File: src/rtl/i2c_reg16_pkg.sv
package i2c_reg16_pkg;

  localparam int BYTE_W = 8;
  localparam int WORD_W = 2 * BYTE_W;
  localparam int IDX_W  = 3;

  typedef enum logic [2:0] {
    ST_IDLE,
    ST_RX,
    ST_ACK,
    ST_TX,
    ST_MACK,
    ST_IGN
  } port_state_e;

  // Address byte: upper seven bits compared with the device address
  function automatic logic addr_hit(input logic [BYTE_W-1:0] b, input logic [6:0] dev);
    return b[BYTE_W-1:1] == dev;
  endfunction

  // Select the high (lo_sel=0) or low (lo_sel=1) byte of a word
  function automatic logic [BYTE_W-1:0] word_byte(input logic [WORD_W-1:0] w, input logic lo_sel);
    return lo_sel ? w[BYTE_W-1:0] : w[WORD_W-1:BYTE_W];
  endfunction

  // Byte counter in a write: 0 addr, 1 pointer, 2 high, 3 low, 4 and up surplus
  function automatic logic [IDX_W-1:0] idx_next(input logic [IDX_W-1:0] i);
    return (i >= IDX_W'(4)) ? IDX_W'(4) : i + IDX_W'(1);
  endfunction

endpackage

File: src/rtl/i2c_reg16_sync.sv
module i2c_reg16_sync #(
  parameter int STAGES = 2
) (
  input  logic clk,
  input  logic rst_n,
  input  logic d,
  output logic q
);
  logic [STAGES-1:0] chain;

  generate
    for (genvar s = 0; s < STAGES; s++) begin : g_stage
      if (s == 0) begin : g_first
        always_ff @(posedge clk or negedge rst_n)
          if (!rst_n) chain[0] <= 1'b1;
          else        chain[0] <= d;
      end else begin : g_next
        always_ff @(posedge clk or negedge rst_n)
          if (!rst_n) chain[s] <= 1'b1;
          else        chain[s] <= chain[s-1];
      end
    end
  endgenerate

  assign q = chain[STAGES-1];
endmodule

File: src/rtl/i2c_reg16_cond.sv
module i2c_reg16_cond (
  input  logic clk,
  input  logic rst_n,
  input  logic scl_s,
  input  logic sda_s,
  output logic ev_rise,
  output logic ev_fall,
  output logic ev_start,
  output logic ev_stop
);
  logic scl_d, sda_d;

  always_ff @(posedge clk or negedge rst_n)
    if (!rst_n) begin
      scl_d <= 1'b1;
      sda_d <= 1'b1;
    end else begin
      scl_d <= scl_s;
      sda_d <= sda_s;
    end

  assign ev_rise  = scl_s & ~scl_d;
  assign ev_fall  = ~scl_s & scl_d;
  assign ev_start = scl_s & scl_d & sda_d & ~sda_s;
  assign ev_stop  = scl_s & scl_d & ~sda_d & sda_s;
endmodule

File: src/rtl/i2c_reg16_port.sv
module i2c_reg16_port
  import i2c_reg16_pkg::*;
#(
  parameter logic [6:0] DEV_ADDR    = 7'h45,
  parameter int         SYNC_STAGES = 2
) (
  input  logic              clk,
  input  logic              rst_n,
  input  logic              scl_i,
  input  logic              sda_i,
  output logic              sda_oe,
  output logic [BYTE_W-1:0] reg_ptr,
  output logic              wr_stb,
  output logic [WORD_W-1:0] wr_data,
  input  logic [WORD_W-1:0] rd_data
);
  localparam int CNT_W = $clog2(BYTE_W + 1);

  logic [1:0] line_raw, line_s;
  logic       ev_rise, ev_fall, ev_start, ev_stop;
  logic       rd_mode, ack_phase;

  assign line_raw = {scl_i, sda_i};

  generate
    for (genvar g = 0; g < 2; g++) begin : g_sync
      i2c_reg16_sync #(.STAGES(SYNC_STAGES)) u_sync (
        .clk(clk), .rst_n(rst_n), .d(line_raw[g]), .q(line_s[g])
      );
    end
  endgenerate

  i2c_reg16_cond u_cond (
    .clk(clk), .rst_n(rst_n),
    .scl_s(line_s[1]), .sda_s(line_s[0]),
    .ev_rise(ev_rise), .ev_fall(ev_fall),
    .ev_start(ev_start), .ev_stop(ev_stop)
  );

  port_state_e       state;
  logic [CNT_W-1:0]  cnt;
  logic [BYTE_W-1:0] sh;
  logic [IDX_W-1:0]  idx;
  logic              rw_q, mack_q, lo_sent;
  logic [BYTE_W-1:0] ptr_q, hi_q;
  logic [WORD_W-1:0] rd_q, wdata_q;
  logic              stb_q;

  always_ff @(posedge clk or negedge rst_n) begin
    if (!rst_n) begin
      state   <= ST_IDLE;
      cnt     <= '0;
      sh      <= '0;
      idx     <= '0;
      rw_q    <= 1'b0;
      mack_q  <= 1'b0;
      lo_sent <= 1'b0;
      ptr_q   <= '0;
      hi_q    <= '0;
      rd_q    <= '0;
      wdata_q <= '0;
      stb_q   <= 1'b0;
    end else begin
      stb_q <= 1'b0;
      if (ev_stop) begin
        state <= ST_IDLE;
      end else if (ev_start) begin
        state <= ST_RX;
        cnt   <= '0;
        idx   <= '0;
        rw_q  <= 1'b0;
      end else begin
        case (state)
          ST_RX: begin
            if (ev_rise) begin
              sh  <= {sh[BYTE_W-2:0], line_s[0]};
              cnt <= cnt + CNT_W'(1);
            end else if (ev_fall && cnt == CNT_W'(BYTE_W)) begin
              cnt <= '0;
              idx <= idx_next(idx);
              if (idx == IDX_W'(0)) begin
                if (addr_hit(sh, DEV_ADDR)) begin
                  rw_q  <= sh[0];
                  state <= ST_ACK;
                end else begin
                  state <= ST_IGN;
                end
              end else if (idx == IDX_W'(1)) begin
                ptr_q <= sh;
                state <= ST_ACK;
              end else if (idx == IDX_W'(2)) begin
                hi_q  <= sh;
                state <= ST_ACK;
              end else if (idx == IDX_W'(3)) begin
                wdata_q <= {hi_q, sh};
                stb_q   <= 1'b1;
                state   <= ST_ACK;
              end else begin
                state <= ST_IGN;
              end
            end
          end
          ST_ACK: begin
            if (ev_fall) begin
              cnt <= '0;
              if (rw_q) begin
                state   <= ST_TX;
                rd_q    <= rd_data;
                sh      <= word_byte(rd_data, 1'b0);
                lo_sent <= 1'b0;
              end else begin
                state <= ST_RX;
              end
            end
          end
          ST_TX: begin
            if (ev_rise) begin
              cnt <= cnt + CNT_W'(1);
            end else if (ev_fall) begin
              if (cnt == CNT_W'(BYTE_W)) state <= ST_MACK;
              else                      sh <= {sh[BYTE_W-2:0], 1'b1};
            end
          end
          ST_MACK: begin
            if (ev_rise) begin
              mack_q <= ~line_s[0];
            end else if (ev_fall) begin
              if (mack_q && !lo_sent) begin
                state   <= ST_TX;
                sh      <= word_byte(rd_q, 1'b1);
                cnt     <= '0;
                lo_sent <= 1'b1;
              end else begin
                state <= ST_IGN;
              end
            end
          end
          default: ;
        endcase
      end
    end
  end

  assign ack_phase = (state == ST_ACK);
  assign rd_mode   = rw_q;
  assign sda_oe    = ack_phase | ((state == ST_TX) & ~sh[BYTE_W-1]);
  assign reg_ptr   = ptr_q;
  assign wr_stb    = stb_q;
  assign wr_data   = wdata_q;
endmodule

File: config.mk
export PLATFORM = sky130hd
export DESIGN_NAME = i2c_reg16_port
export DESIGN_NICKNAME = d
export VERILOG_FILES = /design/src/rtl/i2c_reg16_pkg.sv /design/src/rtl/i2c_reg16_sync.sv /design/src/rtl/i2c_reg16_cond.sv /design/src/rtl/i2c_reg16_port.sv
export SDC_FILE = /design/constraint.sdc
export NUM_CORES = 1
export LEC_CHECK = 0
export BUFFER_PORTS_ARGS = -buffer_cell sky130_fd_sc_hd__buf_4
export CAP_MARGIN = 20
export CORE_MARGIN = 4
export CORE_UTILIZATION = 35
export DETAILED_ROUTE_END_ITERATION = 12
export MAX_ROUTING_LAYER = met4
export SYNTH_ARGS = -nofsm -noshare
export SYNTH_HDL_FRONTEND = slang
export SYNTH_SLANG_ARGS = --single-unit
File: constraint.sdc
create_clock -name clk -period 3.65 [get_ports clk]
set_clock_uncertainty 0.15 [all_clocks]
set_input_delay 0.5475 -clock clk [delete_from_list [all_inputs] [get_ports clk]]
set_output_delay 0.5475 -clock clk [all_outputs]
set_load 0.02 [all_outputs]
* Word-level counts from Yosys, hierarchy flattened
Cells that the tools add are included.
** Cells by class
- Order comparisons :: 1
- Bitwise operators :: 20
- Add/sub/neg operators :: 2
- Mux-type cells :: 63
- Reduce and logical (&&, ||, !) cells :: 23
- Equal/unequal tests :: 33
** Operator list (number)
- two-way mux 8 bit :: 9
- two-way mux 3 bit :: 21
- != test 4 bit, second input constant :: 9
- two-way mux 4 bit :: 8
- case mux 8 bit (4 select lines) :: 1
- AND reduction 8 bit :: 3
- two-way mux 1 bit :: 20
- AND reduction 9 bit :: 2
- != test 2 bit, second input constant :: 8
- case mux 4 bit (4 select lines) :: 1
- != test 3 bit, second input constant :: 5
- equality test 3 x 2 -> 1 bit, second input constant :: 4
- case mux 3 bit (4 select lines) :: 1
- AND reduction 12 bit :: 1
- inverter 1 bit :: 11
- nonzero test 2 bit :: 5
- AND 1 bit :: 8
- AND reduction 4 bit :: 2
- equality test 7 bit, second input constant :: 1
- AND reduction 7 bit :: 1
- equality test 3 x 1 -> 1 bit, second input constant :: 2
- AND reduction 6 bit :: 1
- nonzero test 6 bit :: 1
- AND reduction 5 bit :: 1
- other kinds (14) :: 16
** Word-level totals
- Register bits after elaboration :: 68

* Logic depth before layout (Yosys ltp)
- Depth in word-level cells :: 10
- Gate-level depth with buffers :: 8

* Modules after synthesis
A second synthesis with hierarchy kept.
** Unflattened totals
- Cell total of the unflattened synthesis :: 281
- Area total of the unflattened synthesis :: 3300.7 µm²
** By module, submodules not included
- i2c_reg16_port :: times used 1, sequential area each 1551.5 µm², area an instance 3110.5 µm², cells an instance 271
- i2c_reg16_sync :: times used 2, sequential area each 52.6 µm², area an instance 52.6 µm², cells an instance 2
- i2c_reg16_cond :: times used 1, sequential area each 52.6 µm², area an instance 85.1 µm², cells an instance 6

* Worst setup path after synthesis
OpenSTA, ideal clock, no wires.
- Path kind :: register to register
- From :: register cnt[0]
- To :: register hi_q[0]
- Data arrival time :: 2.541 ns
- Path slack :: 0.835 ns
- Cell stages (with the launch flop) :: 9
- Path through :: dfrtp_1 > inv_1 > ha_1 > nand3b_4 > or4_1 > buf_2 > or3_4 > nor4b_4 > mux2_2
** Between the ends
- Cells in the longest elaborated chain, start to end :: 3
** RTL lines
- start: declaration :: line i2c_reg16_port.sv:41 : logic [CNT_W-1:0] cnt;
- start signal: assignment :: line i2c_reg16_port.sv:77 : cnt <= cnt + CNT_W'(1);
- start signal: assignment :: line i2c_reg16_port.sv:118 : cnt <= cnt + CNT_W'(1);
- equality test 4 bit :: line i2c_reg16_port.sv:78 : end else if (ev_fall && cnt == CNT_W'(BYTE_W)) begin
- logical AND 1 bit :: line i2c_reg16_port.sv:78
- AND reduction 8 bit (no source line)
- end signal: assignment :: line i2c_reg16_port.sv:92 : hi_q <= sh;
- end: declaration :: line i2c_reg16_port.sv:45 : logic [BYTE_W-1:0] ptr_q, hi_q;
No other way between the ends.
A chain may end at the register's enable or synchronous reset.

* Worst setup path in the final report
- From :: register cnt[0]
- To :: register hi_q[2]
The elaborated chain is that of the path after synthesis.

==> reports/metrics.csv <==
stage,metric,value,unit
logic_synthesis,synth warn,0,
grt,initial antenna violation count,0,
routing,Residual DRC,0,
cts,clock buffer depth,2,
timing,maximum clock frequency,320,MHz
logic_synthesis,ranking of synthesized cells by area,"dfrtp_1 (48%), mux2_2 (17%), dfstp_2 (4.9%)",
die,die width,104,µm
finish,layout cells sized above 1,39.9,%
cts,"Setup Fix Bufs, Post-CTS",0,
die,Initial Utilization,36.4,%
cts,"CTS clk-pin slew, worst paths",80,ps
worst_setup_path,element type at the critical path end,flop,
outcome,outcome,"finished, final reports clean",
finish,FILL cells,832,
timing,final setup vio count,0,
worst_setup_path,signal arrival time at the worst endpoint,3220,ps
grt,GRT overflow,0,
logic_synthesis,Synthesized Nets,293,
worst_setup_path,reg2reg setup slack,520,ps
timing,max-slew violations,0,
finish,fin nets,344,
worst_setup_path,Critical Path End,hi_q[2],
worst_setup_path,crit start category,flop,
pwr,Pint,0.00125,W
timing,final hold violations,0,
worst_setup_path,reg-to-reg endpoint,hi_q[2],
logic_synthesis,"Async S/R FF share, synth",100,%
worst_setup_path,critical path type,reg -> reg,
timing,worst setup margin,521,ps
finish,P&R area growth vs syn,20.8,%
routing,drt via density,5.20,
pwr,switching share of total power,29.8,%
timing,relative slew slack,36.4,%
cts,total CTS buffers,9,
timing,post-layout min period,3130,ps
worst_setup_path,delay of the slowest critical-path stage,700,ps
logic_synthesis,Synth Flop Type,dfrtp_1,
pwr,PwrDens,460,nW/µm²
logic_synthesis,"count leader, synth",dfrtp_1,
hold_path,Hold/Removal Path Class,in -> async,
cts,H-tree Lvls,3,
pwr,Sequential Power Share,51.3,%
worst_setup_path,Register-to-Register Path Depth,7,
timing,Tcrit/Tclk final,85.7,%
timing,Worst-Margin Slew,945,ps
placement,# port buffers,45,
routing,Iteration-0 DRC Markers,115,
die,Die H,104,µm
routing,Final ANT Viol Nets,0,
finish,multi-input logic area,1440,µm²
worst_setup_path,origin of the critical flop-to-flop path,cnt[0],
cts,Clock Latency Late Sink,350,ps
pwr,portion of total power attributed to the clock network,36.9,%
logic_synthesis,sequential area share after synthesis,53.3,%
die,Core ar.,8810,µm²
worst_setup_path,crit path max fanout,10,
timing,RSZ-0062 raised after global routing,false,
logic_synthesis,largest area contributor in the netlist,dfrtp_1,
die,IO Pins,46,
logic_synthesis,post-synthesis register bit count,68,
die,site row count,34,
placement,GP Congestion,0.911,
cts,Clock Sinks,68,
logic_synthesis,Yosys top cell area share,48.4,%
timing,setup_tns,0,ps
pwr,Pleak,1.82,nW
logic_synthesis,Synth top cells by count,"dfrtp_1 (62), mux2_2 (48), nand2_1 (17), nor2_1 (17), a21oi_1 (13)",
logic_synthesis,Synth cell types,50,
placement,placed inst area,3670,µm²
cts,CTS root buf,clkbuf_8,
cts,post_cts resized,0,
worst_setup_path,slowest CP cell,or4_1,
grt,first-pass GRT wire length,11.7,mm
placement,dpl hpwl,4.79,mm
cts,CTS tree,built,
grt,largest net degree at the start of global routing,69,
worst_setup_path,critical-path cell list,inv_1 -> ha_1 -> nand3b_4 -> or4_1 -> or3_4 -> nor4b_4 -> mux2_2,
routing,Total Routed Length,6.75,mm
cts,hold_buf cts,0,
worst_setup_path,Critical Path Source,cnt[0],
pwr,Psw,0.000532,W
routing,total number of vias,2231,
grt,gr usage total,14.1,%
placement,Place WS,538,ps
pwr,Max IR drop VDD,233,µV
logic_synthesis,"Avg Cell Area, Syn",12.1,µm²
logic_synthesis,cell area after synthesis,3210,µm²
grt,vias in the first global route,2298,
routing,DR pass1 iterations,4,
die,DIE AREA,10800,µm²
logic_synthesis,"EDFF count, synth",0,
worst_setup_path,Required @ worst endpoint,3740,ps
finish,# diodes,0,
logic_synthesis,Syn Inst Count,265,
finish,post-route cell area,3880,µm²
pwr,Gate power share,11.8,%
routing,drt wl/cell,15.7,µm
finish,FF/Latch Area,1710,µm²
job,number of max-cap violations,0,
-- layout by cell type, fill, tap and decap left out, types with 2 or more instances in the layout --
| master | netlist | routed |
|---|---|---|
| nor3_1 | 2 | 2 |
| ha_1 | 8 | 8 |
| nand3_1 | 5 | 5 |
| a32o_1 | 2 | 2 |
| and2_1 | 2 | 2 |
| o311ai_0 | 2 | 2 |
| clkinvlp_4 | 0 | 2 |
| o21ai_0 | 10 | 10 |
| or2_2 | 3 | 3 |
| inv_6 | 0 | 2 |
| nor3b_1 | 2 | 2 |
| dfrtp_1 | 62 | 62 |
| nor2b_1 | 8 | 8 |
| buf_4 | 0 | 48 |
| nand2_1 | 17 | 17 |
| nand4_1 | 2 | 2 |
| nand2b_1 | 5 | 5 |
| dfstp_2 | 6 | 6 |
| o2bb2ai_1 | 2 | 2 |
| nor2_1 | 17 | 17 |
| a21oi_1 | 13 | 13 |
| a21boi_0 | 2 | 2 |
| inv_1 | 6 | 6 |
| o31ai_1 | 2 | 2 |
| clkbuf_8 | 0 | 9 |
| a22oi_1 | 7 | 7 |
| mux2_2 | 48 | 48 |
-- routing by layer --
| layer | GRT usage (%) | routed length, µm |
|---|---|---|
| met5 | - | 0 |
| met4 | 6.46 | 110 |
| met3 | 4.17 | 271 |
| met2 | 19.8 | 2960 |
| met1 | 18.9 | 3410 |
-- registers in the layout, indices dropped and copies added, names as in the netlist --
signal and cells:
rd_q 8, idx 3, hi_q 8, reg_ptr 8
g_sync.u_sync.chain 2, cnt 4, mack_q 1, u_cond.scl_d 1
sh 8, wr_data 16, lo_sent 1, wr_stb 1
rd_mode 1, state 3, u_cond.sda_d 1, g_sync.u_sync.q 2
-- power groups by stage --
stage	combinational (W)	clock (W)	sequential (W)
final	0.000211	0.000657	0.000915
after global routing	0.000243	0.000707	0.000923
after CTS	0.000213	0.000671	0.000911
after detailed placement	0.000211	0	0.000927
after global placement	0.000208	0	0.000922
after floorplan	0.000152	0	0.000881
-- kinds of logic (layout without fill, tap and decap cells) --
group	Yosys count	in the layout	share of synthesized area, %
simple gates	74	74	13.8
xor+xnor	1	1	0.273
mux	48	48	16.8
fa+ha+maj	8	8	3.12
compound gates	52	52	11.0
flops	68	68	53.3
buf+inv	14	70	1.75
-- area by class of cell --
cell class,instances,area share [%]
Inverter,6,0.581
Timing Repair Buffer,48,9.30
Clock inverter,7,2.13
Sequential cell,68,44.1
Multi-Input combinational cell,183,37.2
Tap cell,108,3.49
Clock buffer,9,3.20
-- worst min-delay path by stage --
stage	to	slack, ps	depth (start not counted)
6_report	cnt[1]	140	1
5_1_grt	g_sync[0].u_sync.chain[0]	120	1
4_1_cts	g_sync[0].u_sync.chain[0]	130	1
3_5_place_dp	g_sync[0].u_sync.q	200	0
3_3_place_gp	g_sync[0].u_sync.q	200	0
2_1_floorplan	cnt[0]	100	0
-- through the flow --
stage               utilization [%]  cells  hold slack, ps  total power, W
floorplan                         -    265             102         0.00103
global placement               41.7    413             196         0.00113
detailed placement             41.7    413             199         0.00114
CTS                            44.0    429             127         0.00180
global route                   44.0    429             119         0.00187
finish                         44.0    429             141         0.00178
-- critical path: cells and delay by family (launching register included) --
kind / cells / cell delay [ps]
and+or+nand+nor: 4 / 1740
DFF: 1 / 410
muxes: 1 / 410
adders and majority gates: 1 / 210
buffers and inverters: 1 / 100
Note: power is estimated with default switching activity, not from simulation.
